File: config.mk
export PLATFORM = sky130hd
export DESIGN_NAME = serial_cfg_bank
export DESIGN_NICKNAME = d
export VERILOG_FILES = /design/src/rtl/cfg_bank_pkg.sv /design/src/rtl/cfg_sync.sv /design/src/rtl/cfg_shift.sv /design/src/rtl/cfg_latches.sv /design/src/rtl/cfg_outmux.sv /design/src/rtl/serial_cfg_bank.sv
export SDC_FILE = /design/constraint.sdc
export NUM_CORES = 1
export LEC_CHECK = 0
export BUFFER_PORTS_ARGS = -buffer_cell sky130_fd_sc_hd__buf_4
export CAP_MARGIN = 20
export CORE_UTILIZATION = 54
export DETAILED_ROUTE_END_ITERATION = 8
export GPL_TIMING_DRIVEN = 1
export PLACE_DENSITY = 0.79
export SETUP_SLACK_MARGIN = 0.1
export SLEW_MARGIN = 20
export SYNTH_ARGS = -nofsm -noshare
export SYNTH_HDL_FRONTEND = slang
export SYNTH_SLANG_ARGS = --single-unit
File: constraint.sdc
create_clock -name clk -period 1.57 [get_ports clk]
set_input_delay 0.0785 -clock clk [delete_from_list [all_inputs] [get_ports clk]]
set_output_delay 0.0785 -clock clk [all_outputs]
set_load 0.1 [all_outputs]
File: src/rtl/cfg_bank_pkg.sv
// Package: shared widths, control codes and mux select encoding for the
// serial configuration bank. Assumes a fixed 24-bit word with control bits
// in the two least significant positions.
package cfg_bank_pkg;
    localparam int unsigned WORD_W  = 24;
    localparam int unsigned CTL_W   = 2;
    localparam int unsigned N_LATCH = 3;

    localparam logic [CTL_W-1:0] CTL_REF  = 2'b00;
    localparam logic [CTL_W-1:0] CTL_FB   = 2'b01;
    localparam logic [CTL_W-1:0] CTL_FUNC = 2'b10;

    // Bit position of the gain bit in the feedback word
    localparam int unsigned GAIN_BIT = 21;

    typedef enum logic [2:0] {
        MX_OFF  = 3'd0,
        MX_LOCK = 3'd1,
        MX_NDIV = 3'd2,
        MX_HIGH = 3'd3,
        MX_RDIV = 3'd4,
        MX_RSVD = 3'd5,
        MX_SDO  = 3'd6,
        MX_LOW  = 3'd7
    } mux_sel_e;
endpackage

File: src/rtl/cfg_sync.sv
// Module: multi-bit synchronizer with rising-edge detect per bit.
// Assumes each bit is a slow asynchronous level held for several clocks;
// all bits see the same number of stages so they stay mutually aligned.
module cfg_sync #(
    parameter int unsigned W      = 3,
    parameter int unsigned STAGES = 2
) (
    input  logic         clk,
    input  logic         rst_n,
    input  logic [W-1:0] d_in,
    output logic [W-1:0] q_out,
    output logic [W-1:0] rise
);
    logic [W-1:0] stage [STAGES];
    logic [W-1:0] prev;

    genvar s;
    generate
        for (s = 0; s < STAGES; s++) begin : g_stage
            if (s == 0) begin : g_first
                // First flop samples the asynchronous pins
                always_ff @(posedge clk) begin
                    if (!rst_n) stage[s] <= '0;
                    else        stage[s] <= d_in;
                end
            end else begin : g_next
                // Later flops settle the value further
                always_ff @(posedge clk) begin
                    if (!rst_n) stage[s] <= '0;
                    else        stage[s] <= stage[s-1];
                end
            end
        end
    endgenerate

    // Holds last synchronized value for edge detection
    always_ff @(posedge clk) begin
        if (!rst_n) prev <= '0;
        else        prev <= stage[STAGES-1];
    end

    assign q_out = stage[STAGES-1];
    assign rise  = stage[STAGES-1] & ~prev;
endmodule

File: src/rtl/cfg_shift.sv
// Module: serial input shift register, MSB first.
// Assumes shift_en is a single-cycle pulse per serial clock edge.
module cfg_shift #(
    parameter int unsigned WORD_W = 24
) (
    input  logic              clk,
    input  logic              rst_n,
    input  logic              shift_en,
    input  logic              bit_in,
    output logic [WORD_W-1:0] word
);
    // Shifts one bit in at the bottom per serial edge
    always_ff @(posedge clk) begin
        if (!rst_n)        word <= '0;
        else if (shift_en) word <= {word[WORD_W-2:0], bit_in};
    end
endmodule

File: src/rtl/cfg_latches.sv
// Module: three configuration latches addressed by the word's control bits,
// plus per-latch written flags. Assumes load is a single-cycle pulse; a load
// to the feedback latch takes priority over a simultaneous gain clear.
module cfg_latches
    import cfg_bank_pkg::*;
#(
    parameter int unsigned W = WORD_W
) (
    input  logic                 clk,
    input  logic                 rst_n,
    input  logic                 load,
    input  logic [W-1:0]         word,
    input  logic                 gain_clr,
    output logic [N_LATCH*W-1:0] lat_flat,
    output logic                 all_seen
);
    logic [N_LATCH-1:0] seen_vec;

    genvar g;
    generate
        for (g = 0; g < N_LATCH; g++) begin : g_lat
            localparam int unsigned SEL = g;
            logic [W-1:0] q;
            logic         seen;

            if (g == int'(CTL_FB)) begin : g_fb
                // Feedback latch: load, or clear gain bit on request
                always_ff @(posedge clk) begin
                    if (!rst_n)                                q <= '0;
                    else if (load && word[1:0] == SEL[1:0])    q <= word;
                    else if (gain_clr)                         q[GAIN_BIT] <= 1'b0;
                end
            end else begin : g_plain
                // Plain latch: load on matching control code
                always_ff @(posedge clk) begin
                    if (!rst_n)                                q <= '0;
                    else if (load && word[1:0] == SEL[1:0])    q <= word;
                end
            end

            // Remembers that this latch has been written since reset
            always_ff @(posedge clk) begin
                if (!rst_n)                                seen <= 1'b0;
                else if (load && word[1:0] == SEL[1:0])    seen <= 1'b1;
            end

            assign lat_flat[g*W +: W] = q;
            assign seen_vec[g]        = seen;
        end
    endgenerate

    assign all_seen = &seen_vec;
endmodule

File: src/rtl/cfg_outmux.sv
// Module: status output multiplexer. Purely combinational; assumes the
// select comes from a registered latch field.
module cfg_outmux
    import cfg_bank_pkg::*;
(
    input  logic [2:0] sel,
    input  logic       lock_det,
    input  logic       n_div_out,
    input  logic       r_div_out,
    input  logic       sdo,
    output logic       out_val,
    output logic       out_oe
);
    mux_sel_e sel_e;
    assign sel_e = mux_sel_e'(sel);

    // Picks the observed source and the drive enable
    always_comb begin
        out_oe  = 1'b1;
        out_val = 1'b0;
        case (sel_e)
            MX_OFF:  out_oe  = 1'b0;
            MX_LOCK: out_val = lock_det;
            MX_NDIV: out_val = n_div_out;
            MX_HIGH: out_val = 1'b1;
            MX_RDIV: out_val = r_div_out;
            MX_RSVD: out_val = 1'b0;
            MX_SDO:  out_val = sdo;
            MX_LOW:  out_val = 1'b0;
            default: out_val = 1'b0;
        endcase
    end
endmodule

File: src/rtl/serial_cfg_bank.sv
// Module: top of the three-wire configuration bank. Synchronizes the serial
// pins, shifts words in, routes them to latches on load-strobe edges and
// decodes fields. Assumes serial pins change slowly relative to clk
// (each level held for more than SYNC_STAGES+1 clocks).
module serial_cfg_bank
    import cfg_bank_pkg::*;
#(
    parameter int unsigned SYNC_STAGES = 2
) (
    input  logic        clk,
    input  logic        rst_n,
    input  logic        ser_clk,
    input  logic        ser_data,
    input  logic        ser_le,
    input  logic        chip_en,
    input  logic        gain_clr,
    input  logic        lock_det,
    input  logic        n_div_out,
    input  logic        r_div_out,
    output logic [13:0] r_div,
    output logic [5:0]  a_cnt,
    output logic [12:0] b_cnt,
    output logic        cp_gain,
    output logic [1:0]  presc_sel,
    output logic [2:0]  cur_set1,
    output logic [2:0]  cur_set2,
    output logic [3:0]  timer_code,
    output logic        fl_en,
    output logic        fl_mode,
    output logic        pd_pol,
    output logic        cnt_rst,
    output logic        power_down,
    output logic        cp_hiz,
    output logic        mux_out,
    output logic        mux_oe,
    output logic        cfg_done
);
    localparam int unsigned PIN_W = 3;

    logic [PIN_W-1:0]          pin_q;
    logic [PIN_W-1:0]          pin_rise;
    logic                      clk_rise;
    logic                      le_rise;
    logic                      data_q;
    logic [WORD_W-1:0]         shift_word;
    logic [N_LATCH*WORD_W-1:0] lat_flat;
    logic [WORD_W-1:0]         ref_q;
    logic [WORD_W-1:0]         fb_q;
    logic [WORD_W-1:0]         fn_q;
    logic                      sw_pd;
    logic                      unused_bits;

    cfg_sync #(.W(PIN_W), .STAGES(SYNC_STAGES)) i_sync (
        .clk   (clk),
        .rst_n (rst_n),
        .d_in  ({ser_le, ser_data, ser_clk}),
        .q_out (pin_q),
        .rise  (pin_rise)
    );

    assign clk_rise = pin_rise[0];
    assign data_q   = pin_q[1];
    assign le_rise  = pin_rise[2];

    cfg_shift #(.WORD_W(WORD_W)) i_shift (
        .clk      (clk),
        .rst_n    (rst_n),
        .shift_en (clk_rise),
        .bit_in   (data_q),
        .word     (shift_word)
    );

    cfg_latches #(.W(WORD_W)) i_lat (
        .clk      (clk),
        .rst_n    (rst_n),
        .load     (le_rise),
        .word     (shift_word),
        .gain_clr (gain_clr),
        .lat_flat (lat_flat),
        .all_seen (cfg_done)
    );

    assign ref_q = lat_flat[int'(CTL_REF)*WORD_W  +: WORD_W];
    assign fb_q  = lat_flat[int'(CTL_FB)*WORD_W   +: WORD_W];
    assign fn_q  = lat_flat[int'(CTL_FUNC)*WORD_W +: WORD_W];

    // Field decode
    assign r_div      = ref_q[15:2];
    assign a_cnt      = fb_q[7:2];
    assign b_cnt      = fb_q[20:8];
    assign cp_gain    = fb_q[GAIN_BIT];
    assign cnt_rst    = fn_q[2];
    assign sw_pd      = fn_q[3];
    assign pd_pol     = fn_q[7];
    assign fl_en      = fn_q[9];
    assign fl_mode    = fn_q[10];
    assign timer_code = fn_q[14:11];
    assign cur_set1   = fn_q[17:15];
    assign cur_set2   = fn_q[20:18];
    assign presc_sel  = fn_q[23:22];

    assign power_down = ~chip_en | sw_pd;
    assign cp_hiz     = fn_q[8] | power_down;

    cfg_outmux i_mux (
        .sel       (fn_q[6:4]),
        .lock_det  (lock_det),
        .n_div_out (n_div_out),
        .r_div_out (r_div_out),
        .sdo       (shift_word[WORD_W-1]),
        .out_val   (mux_out),
        .out_oe    (mux_oe)
    );

    // Reserved and control bits are stored but not decoded
    assign unused_bits = ^{ref_q[23:16], ref_q[1:0], fb_q[23:22], fb_q[1:0],
                           fn_q[21], fn_q[1:0], pin_rise[1], pin_q[0], pin_q[2]};
endmodule

==> results of run 1 <==
power by group:
group	internal (mW)	total (mW)	switching (mW)
Combinational	0.0543	0.147	0.0932
Sequential	2.29	2.29	0.00552
Clock	1.27	2.06	0.798
Total	3.61	4.51	0.896
per-stage QoR:
stage / worst slack [ns] / instance area, sq um / power [mW] / hold slack (ns) / utilization (%)
2_1_floorplan: 0.122 / 3240 / 2.45 / 0.206 / -
3_3_place_gp: 0.187 / 3690 / 2.49 / 0.286 / 65.4
3_5_place_dp: 0.132 / 3690 / 2.49 / 0.293 / 65.4
4_1_cts: 0.114 / 3990 / 4.54 / 0.00303 / 70.8
5_1_grt: 0.102 / 4010 / 4.65 / 0.0353 / 71.1
6_report: 0.142 / 4010 / 4.51 / 0.0188 / 71.1
flip-flops by register name (all words and copies together) (netlist names):
signal	cells
i_lat.g_lat.q	55
i_sync.stage	6
i_lat.g_lat.seen	3
i_shift.word	24
i_sync.prev	2
how the worst min path moves through the flow:
stage,start,to,depth (start not counted)
after CTS,gain_clr,i_lat.g_lat[1].q[21],3
after floorplan,ser_clk,i_sync.stage[0][0],1
after detailed placement,ser_le,i_sync.stage[0][2],2
after global routing,gain_clr,i_lat.g_lat[1].q[21],3
after global placement,ser_data,i_sync.stage[0][1],2
final,gain_clr,i_lat.g_lat[1].q[21],3
repair_timing:
| action | 4_1_cts | 5_1_grt |
|---|---|---|
| gates cloned | 0 | 1 |
| hold endpoints to repair | 3 | 0 |
| buffers inserted | 0 | 0 |
| pin swaps | 0 | 1 |
| resized for setup | 1 | 3 |
| hold buffers | 3 | 0 |
| setup endpoints to repair | 1 | 15 |
worst register-to-register path: cells and delay by family (launching register included):
kind	cells	cell delay (ns)
flops	1	0.38
simple gates	2	0.77
compound gates	1	0.08
cell families (layout without fill, tap and decap cells):
logic type | count (synthesis) | in the layout
AND/OR/NAND/NOR | 147 | 148
flip-flops | 90 | 90
multiplexers | 1 | 1
buffers and inverters | 43 | 93
AO/OA/AOI/OAI | 83 | 83
routing by layer:
layer	routed length, microns	vias to the layer above	part of all wire, %
met5	0	-	0
met4	108	0	1.6
met3	241	10	3.6
met2	3150	48	47
met1	3220	1200	48
li1	-	1316	-
placed cells by master, fill, tap and decap left out:
cell type	instances
or3_1	1
nand4bb_1	2
nand2_1	71
a21boi_0	25
buf_4	68
mux2i_1	1
inv_1	2
buf_6	1
nand3_1	56
nor2b_1	1
buf_12	3
nand2b_1	1
nand4b_1	1
dlygate4sd3_1	3
o21a_1	1
o21ai_2	4
clkinv_4	2
or4b_4	2
bufinv_16	4
nor2_1	1
a21boi_2	1
dfxtp_4	1
a21o_1	1
or2_2	1
o21ai_0	45
and3_1	1
dfxtp_1	89
nand2b_2	1
nor4bb_1	1
clkbuf_8	10
o21ai_1	5
a21oi_1	1
and2_1	8
final cells by class:
cell class / count / area (sq um) / area share [%]
inverter: 2 / 7.51 / 0.187
timing repair buffer: 75 / 612 / 15.2
clock inverter: 6 / 138 / 3.43
clock buffer: 10 / 138 / 3.43
tap: 72 / 90.1 / 2.24
sequential: 90 / 1810 / 45.0
multi-input combinational: 232 / 1220 / 30.5
==> summary.txt, run 1 <==
Place
  • HPWL after DPL: around 4300 microns
  • Cell total after placement: 467
  • Port-buffer cells: 64
  • Final RePlAce weighted congestion: between 0.7 and 0.8

Global routing
  • Antenna violations before repair: 0
  • Global-route wire length before repair: 10600 microns
  • Gr usage total: 22.4%
  • Met1 usage: 30.0%
  • Global route overflow: 0
  • Met3 global-route usage: 3.66%
  • M2 GR Usage: 34.8%
  • Number of global-route vias before repair: 2258
  • Largest net degree at the start of global routing: 46
  • Most crowded layer after global routing: met2

STA
  • Achievable Freq: 701 MHz
  • RSZ-0062 raised after global routing: false
  • Post-Route Setup TNS: 0 ns
  • Final Cycle Share: 90.9%
  • Max-Slew Margin vs Limit: 59.8%
  • Fin Clk Skew: 0.0102 ns
  • Final setup viols: 0
  • Hold Fails Final Rpt: 0
  • Worst slew pin tran: 0.594 ns
  • Slew Viols, Final: 0
  • Post-route minimum period: roughly 1.4 ns

Yosys
  • Yosys top cell area share: 55.7%
  • Post-synth top cells: dfxtp_1 (90), nand2_1 (71), nand3_1 (56), o21ai_0 (45), a21boi_0 (25)
  • Post-synthesis simple-gate area fraction: 21.4%
  • Xor/xnor share of the synthesized area: 0%
  • Synthesized instance count: 364
  • #FFs+latches synth: 90
  • Yosys warning total: 0
  • Leading post-synthesis cells by cell area: dfxtp_1 (56%), nand3_1 (8.7%), nand2_1 (8.2%)
  • Multiplexer share of the synthesized area: 0.310%
  • Main combinational cell family by area after synthesis: simple AND/OR/NAND/NOR gates
  • Synth cell types: 30
  • Mean Syn Cell Area: around 8.9 sq um
  • Mapped Nets: 374
  • Area share of fa/ha/maj cells after synthesis: 0%
  • Post-synth EDFFs: 0
  • Seq/Total Area, Yosys: 55.7%
  • Primary FF master, synth: dfxtp_1
  • Mapped Area: roughly 3200 sq um
  • Synth Area in Compound Gates: 15.6%
  • Yosys top cell by area: dfxtp_1
  • Top-count cell post-synth: dfxtp_1
  • Ys async rst share: 0%

Setup path
  • Worst Path Buf+Inv: 1
  • Delay-heaviest family, CP: simple AND/OR/NAND/NOR gates
  • Slowest stage delay, CP: 0.32 ns
  • Crit path max fanout: 2
  • CP Launch Point: i_lat.g_lat[2].q[3]
  • FF-to-FF Start: i_shift.word[1]
  • Req. time, crit path: 1.49 ns
  • CP Capture Type: output port
  • CP Depth: 3
  • Worst setup SP type: flop
  • R2R Setup Slk: 0.22 ns
  • Worst Path Arrival: 1.35 ns
  • R2R Path End: i_lat.g_lat[0].q[7]
  • Cells on worst reg2reg path: 3
  • CP max-delay cell: dfxtp_1
  • Crit-path cells: nand2b_2, or2_2, buf_4
  • CP endpoint: cp_hiz
  • Setup CP Type: reg -> out

Clocking
  • Clock buffer depth: 2
  • Total CTS buffers: 9
  • CTS tree: yes
  • # clock sinks: 90
  • Clock Latency Late Sink: around 0.35 ns
  • Clock-pin slew on the worst setup and hold paths: roughly 0.090 ns
  • Clock Tree Root: clkbuf_8
  • Htree depth: 3

Route
  • Final antenna-violating net count: 0
  • Drt via density: roughly 5.3
  • Via count: 2574
  • Drt first pass iters: 4
  • Routed len/inst: 13.8 microns
  • Total routed wirelength: 6720 microns
  • DRC: 0
  • 1st-iter DRT viols: 115

Hold path
  • Min-delay worst type: in -> reg

Floorplanning
  • Die width: 79.4 microns
  • Num rows: 27
  • Die height: 79.4 microns
  • Core Region: 5640 sq um
  • Num ports: 65
  • Die Area: 6300 sq um
  • Initial Util: 57.3%

Power
  • Leak: 1.54 nW
  • Peak supply drop: 0.900 mV
  • Pwr dens: 1120 nW/um^2

Status
  • Status: finished, final reports clean

Layout
  • Post-Layout Cell Count: a little under 500
  • Ant diodes: 0
  • Area delta synth->final: 24.1%
  • Final nets: 420
  • Share of layout cells above drive strength 1: between 20% and 30%
  • Fill count: roughly 440

Flow run
  • Max Cap Violations: 0
No activity file was read; power rests on OpenSTA's default activity.
==> inputs of run 2 (changes only) <==
--- a/config.mk
+++ b/config.mk
@@ -5,12 +5,11 @@
 export SDC_FILE = /design/constraint.sdc
 export NUM_CORES = 1
 export LEC_CHECK = 0
-export BUFFER_PORTS_ARGS = -buffer_cell sky130_fd_sc_hd__buf_4
 export CAP_MARGIN = 20
-export CORE_UTILIZATION = 54
+export CORE_UTILIZATION = 45
 export DETAILED_ROUTE_END_ITERATION = 8
+export DONT_BUFFER_PORTS = 1
 export GPL_TIMING_DRIVEN = 1
-export PLACE_DENSITY = 0.79
 export SETUP_SLACK_MARGIN = 0.1
 export SLEW_MARGIN = 20
 export SYNTH_ARGS = -nofsm -noshare
==> summary.txt, run 2 (synthesis gave the netlist of run 1 again) <==
Clocking
  • CTS tree: yes
  • Htree depth: 3 (unchanged)
  • Clock Tree Root: clkbuf_8
  • Clock Latency Late Sink: 0.35 ns (about the same)
  • Clock buffer depth: 2 (unchanged)
  • Number of setup buffers added after CTS: 0 (unchanged)
  • # clock sinks: 90 (unchanged)
  • Clock-pin slew on the worst setup and hold paths: 0.08 ns (about the same)
  • Total CTS buffers: 9 (unchanged)

Layout
  • Multi-input logic area: 1220 sq um (unchanged)
  • Fill count: 654 (+48%)
  • Share of layout cells above drive strength 1: 20.5% (-3.1 points)
  • Reg with most FFs: i_lat.g_lat.q
  • Reg area: 1800 sq um (about the same)
  • Commonest non-fill, non-tap cell in the layout: dfxtp_1
  • Largest registers: i_lat.g_lat.q (55), i_shift.word (24), i_sync.stage (6)
  • Final nets: 414 (-1.4%)
  • Max FFs per register: 55 (unchanged)
  • Area delta synth->final: 20.6%
  • Highest-count cells in the layout ignoring fill and taps: dfxtp_1 (88), nand2_1 (71), nand3_1 (56)
  • Ant diodes: 0 (unchanged)

Global routing
  • Largest net degree at the start of global routing: 113 (+150%)
  • Global route overflow: 0 (unchanged)
  • Number of global-route vias before repair: 2115 (-6.3%)
  • Antenna violations before repair: 0 (unchanged)
  • Gr usage total: 17.7% (-4.6 points)
  • Global-route wire length before repair: 10200 microns (-4.1%)

Status
  • Status: finished, violations left
  • Violated checks: negative hold slack

STA
  • Worst slew pin tran: 0.511 ns (-0.0838 ns)
  • RSZ-0062 raised after global routing: false
  • Hold Slack: -0.107 ns (-0.125 ns)
  • Achievable Freq: 705 MHz (+0.61%)
  • Post-route minimum period: 1.42 ns (-0.00868 ns)
  • Max-Slew Margin vs Limit: 66.2% (+6.3 points)
  • Post-Route Setup TNS: 0 ns (unchanged)
  • Fin Clk Skew: 0.00793 ns (-0.00223 ns)
  • Final Cycle Share: 90.4% (-0.55 points)
  • Slew Viols, Final: 0 (unchanged)
  • Hold Fails Final Rpt: 82 (+82)
  • Final setup viols: 0 (unchanged)

Setup path
  • Crit path max fanout: 2 (unchanged)
  • CP max-delay cell: or2_2
  • Delay-heaviest family, CP: simple AND/OR/NAND/NOR gates
  • Setup CP Type: reg -> out
  • Crit-path cells: nand2b_2, or2_2
  • Worst Path Arrival: 1.34 ns (about the same)
  • Worst Path Buf+Inv: 0 (-1)
  • Worst setup SP type: flop
  • CP Capture Type: output port
  • Slowest stage delay, CP: 0.50 ns (+0.18 ns)
  • Req. time, crit path: 1.49 ns (about the same)

Route
  • DRC: 0 (unchanged)
  • Drt via density: 4.95 (-6.3%)
  • 1st-iter DRT viols: 122 (+6.1%)
  • Drt first pass iters: 4 (unchanged)
  • Total routed wirelength: 6510 microns (-3.2%)
  • Final antenna-violating net count: 0 (unchanged)
  • Routed len/inst: 12.9 microns (-6.6%)
  • Via count: 2502 (-2.8%)

Power
  • Switch share: 22.9% (+3.0 points)
  • Internal power: 2.91 mW (-19%)
  • Peak supply drop: 0.462 mV (-49%)
  • Pwr dens: 967 nW/um^2 (-14%)
  • Clk pwr share: 36.7% (-9.1 points)
  • Leak: 1.46 nW (-5.3%)
  • Pwr Total: 3.77 mW (-16%)
  • Combinational share of power: 2.4% (-0.9 points)
  • Seq pwr share: 60.9% (+10 points)
  • Psw: 0.864 mW (-3.6%)

Floorplanning
  • Die Area: 7530 sq um (+19%)
  • Die height: 86.8 microns (+9.3%)
  • Num rows: 30 (+11%)
  • Die width: 86.8 microns (+9.3%)
  • Core Region: 6870 sq um (+22%)
  • Initial Util: 47.1% (-10 points)
  • Num ports: 65 (unchanged)

Hold path
  • Min-delay worst type: in -> reg

Place
  • Port-buffer cells: 0 (-100%)
  • Final RePlAce weighted congestion: 0.736 (-5.6%)
  • HPWL after DPL: 4030 microns (-7.4%)

Flow run
  • Max Cap Violations: 0 (unchanged)
[run 2: path summary, 6_finish.rpt]
check / from / endpoint / slack, ns / depth (start not counted)
setup / recovery: i_lat.g_lat[2].q[3] / cp_hiz / 0.15 / 2
hold / removal: rst_n / i_shift.word[0] / -0.11 / 1
hold reg to reg: i_sync.stage[1][1] / i_shift.word[0] / 0.45 / 2
setup reg to reg: i_shift.word[1] / i_lat.g_lat[0].q[9] / 0.21 / 3
[run 2: per-stage QoR]
stage | worst slack, ns | cell area [sq um] | instances | hold slack [ns] | util, %
after floorplan | 0.122 | 3240 | 364 | 0.206 | -
after global placement | 0.170 | 3600 | 477 | 0.205 | 52.4
after detailed placement | 0.139 | 3600 | 477 | 0.208 | 52.4
after CTS | 0.106 | 3870 | 503 | -0.160 | 56.4
after global routing | 0.104 | 3900 | 505 | -0.160 | 56.8
final | 0.151 | 3900 | 505 | -0.107 | 56.8
[run 2: power groups by stage]
stage                     logic [mW]  clock network (mW)  registers (mW)
after floorplan                0.102                   0            2.35
after global placement        0.0737                   0            2.35
after detailed placement      0.0741                   0            2.35
after CTS                     0.0876                1.41            2.30
after global routing          0.0965                1.54            2.30
final                         0.0905                1.38            2.30
[run 2: metal layers]
metal / up-vias / track usage [%] / wire length [microns]
met4: 0 / 8.18 / 99
li1: 1291 / - / -
met2: 45 / 26.0 / 2750
met5: - / 0 / 0
met1: 1157 / 25.3 / 3460
met3: 9 / 3.33 / 196
[run 2: timing repair]
| action | CTS | global route |
|---|---|---|
| hold endpoints to repair | 90 | 82 |
| gates resized for setup | 1 | 3 |
| gates cloned | 0 | 1 |
| endpoints found under the setup margin | 1 | 15 |
| pin swaps | 0 | 1 |
| hold buffers | 10 | 1 |
[run 2: layout make-up]
class | count | share of cell area, %
clock buffer | 10 | 3.27
clock inverter | 6 | 1.09
inverter | 2 | 0.192
multi-input combinational | 232 | 31.4
sequential | 90 | 46.3
tap | 96 | 3.08
timing repair buffer | 69 | 14.7
==> inputs of run 3 (changes only) <==
--- a/config.mk
+++ b/config.mk
@@ -7,6 +7,7 @@
 export LEC_CHECK = 0
 export CAP_MARGIN = 20
 export CORE_UTILIZATION = 45
+export CTS_BUF_LIST = sky130_fd_sc_hd__clkbuf_2
 export DETAILED_ROUTE_END_ITERATION = 8
 export DONT_BUFFER_PORTS = 1
 export GPL_TIMING_DRIVEN = 1
==> constraint.sdc (replaced) <==
create_clock -name clk -period 1.57 [get_ports clk]
set_input_delay 0.471 -clock clk [delete_from_list [all_inputs] [get_ports clk]]
set_output_delay 0.471 -clock clk [all_outputs]
set_load 0.1 [all_outputs]
==> summary.txt, run 3 (synthesis gave the netlist of run 1 again) <==
STA
  • Max-Slew Margin vs Limit: 67.8% (+1.7 points)
  • RSZ-0062 raised after global routing: true
  • Final setup viols: 25 (+25)
  • Hold Fails Final Rpt: 0 (-100%)
  • Achievable Freq: 504 MHz (-29%)
  • Slew Viols, Final: 0 (unchanged)
  • Worst Setup Slack, final: -0.415 ns (-0.566 ns)
  • Worst slew pin tran: 0.476 ns (-0.0346 ns)
  • Final Cycle Share: 126% (+36 points)
  • Fin Clk Skew: 0.0586 ns (+0.0507 ns)
  • Post-route minimum period: 1.98 ns (+0.566 ns)

Setup path
  • CP max-delay cell: dfxtp_4
  • Worst Path Buf+Inv: 0 (unchanged)
  • Worst Path Arrival: 1.51 ns (+0.17 ns)
  • Delay-heaviest family, CP: flip-flops
  • FF-to-FF Start: i_sync.prev[2]
  • Slowest stage delay, CP: 0.41 ns (-0.09 ns)
  • Setup CP Type: reg -> out
  • Crit-path cells: mux2i_1, nor2_1, a21o_4
  • Crit path max fanout: 5 (+3)
  • CP Launch Point: i_lat.g_lat[2].q[5]
  • Worst setup SP type: flop
  • CP Capture Type: output port
  • Req. time, crit path: 1.10 ns (-0.39 ns)

Global routing
  • Number of global-route vias before repair: 2298 (+8.7%)
  • Global-route wire length before repair: 11500 microns (+13%)
  • Global route overflow: 0 (unchanged)
  • Antenna violations before repair: 0 (unchanged)
  • Gr usage total: 20.0% (+2.3 points)
  • Largest net degree at the start of global routing: 113 (unchanged)

Route
  • Met2 Routed Length: 3490 microns (+27%)
  • Final antenna-violating net count: 0 (unchanged)
  • DRC: 0 (unchanged)
  • Routed len/inst: 15.0 microns (+17%)
  • Met3 WL post-DR: 337 microns (+72%)
  • Total routed wirelength: 7470 microns (+15%)
  • Top Layer Used: met4
  • Drt via density: 5.18 (+4.5%)
  • 1st-iter DRT viols: 140 (+15%)
  • Drt first pass iters: 5 (+1)
  • Wl on met1: 3540 microns (+2.1%)
  • Via count: 2574 (+2.9%)

Clocking
  • Clock-pin slew on the worst setup and hold paths: 0.28 ns (+0.20 ns)
  • # clock sinks: 90 (unchanged)
  • Htree depth: 3 (unchanged)
  • CTS tree: yes
  • Clock Latency Late Sink: 0.55 ns (+0.20 ns)
  • Total CTS buffers: 9 (unchanged)
  • Clock buffer depth: 2 (unchanged)
  • Clock Tree Root: clkbuf_2

Place
  • DP Worst Slack: 0.0604 ns (-0.0785 ns)
  • Port-buffer cells: 0 (unchanged)
  • HPWL after DPL: 4100 microns (+1.8%)
  • Cell total after placement: 475 (-0.42%)
  • Final RePlAce weighted congestion: 0.772 (+4.9%)

Floorplanning
  • Num ports: 65 (unchanged)
  • Die Area: 7530 sq um (unchanged)
  • Initial Util: 47.1% (unchanged)
  • Die height: 86.8 microns (unchanged)
  • Die width: 86.8 microns (unchanged)
  • Core Region: 6870 sq um (unchanged)
  • Num rows: 30 (unchanged)

Power
  • Peak supply drop: 0.398 mV (-14%)
  • Pwr Total: 3.70 mW (-1.9%)
  • Leak: 1.58 nW (+7.9%)
  • Pwr dens: 819 nW/um^2 (-15%)

Hold path
  • Min-delay worst type: in -> reg
  • HP Start: rst_n

Flow run
  • Max Cap Violations: 0 (unchanged)

Layout
  • Largest registers: i_lat.g_lat.q (55), i_shift.word (24), i_sync.stage (6)
  • Commonest non-fill, non-tap cell in the layout: nand2_1
  • Area delta synth->final: 39.8%
  • Share of layout cells above drive strength 1: 35.4% (+15 points)
  • Reg with most FFs: i_lat.g_lat.q
  • Max FFs per register: 55 (unchanged)
  • Ant diodes: 0 (unchanged)
  • Fill count: 550 (-16%)
  • Post-Layout Cell Count: 497 (-1.6%)
  • Highest-count cells in the layout ignoring fill and taps: nand2_1 (71), nand3_1 (56), dfxtp_2 (55)
  • Layout Utilization: 65.8% (+9.0 points)
  • Final nets: 406 (-1.9%)

Status
  • Violated checks: negative setup slack
  • Status: finished, violations left
## run 3: changes by cell type in the layout (fill, tap and decap cells not counted), moves of 2 or more
cell           delta
dfxtp_1          -55
buf_12           +51
buf_4            -50
clkbuf_8          -9
clkinvlp_4        -2
dfxtp_2          +53
dlygate4sd3_1     -8
bufinv_16         +2
clkbuf_2          +9
dfxtp_4           +2
## run 3: timing repair
| item | 4_1_cts | 5_1_grt |
|---|---|---|
| buffers inserted | 0 | 2 |
| resized for setup | 212 | 3 |
| hold buffers | 0 | 3 |
| gates cloned | 0 | 1 |
| hold endpoints to repair | 0 | 7 |
| setup endpoints to repair | 55 | 66 |
| pin swaps | 3 | 2 |
## run 3: metrics by stage
step	TNS (ns)	area (sq um)	hold slack (ns)
floorplan	0	3260	0.412
global placement	0	3610	0.415
detailed placement	0	3610	0.423
CTS	-2.49	4460	0.0215
global route	-5.90	4520	0.0116
finish	-1.90	4520	0.0631
## run 3: final cells by class
class / count / area [sq um] / area share, %
Sequential cell: 90 / 1880 / 41.6
Multi-Input combinational cell: 232 / 1250 / 27.6
Timing Repair Buffer: 61 / 1130 / 25.0
Tap cell: 96 / 120 / 2.66
Clock inverter: 7 / 91.3 / 2.02
Clock buffer: 9 / 45.0 / 0.997
Inverter: 2 / 7.51 / 0.166
## run 3: worst paths after layout
path / end / slack, ns / cells after the start
setup / recovery: mux_out / -0.41 / 3
hold / removal: i_lat.g_lat[1].q[18] / 0.06 / 2
setup reg to reg: i_lat.g_lat[0].q[7] / 0.18 / 3
hold reg to reg: i_lat.g_lat[1].q[18] / 0.45 / 2
## run 3: routing by layer
metal	track usage, %	vias to the layer above
met3	5.33	13
li1	-	1284
met1	26.0	1213
met5	0	-
met4	7.12	0
met2	32.2	64
## run 3: report_power, final
group | internal [mW] | total [mW] | switching, mW | leakage [nW]
sequential | 2.29 | 2.30 | 0.00527 | 0.756
combinational | 0.0358 | 0.0935 | 0.0577 | 0.736
clock | 0.529 | 1.31 | 0.779 | 0.0841
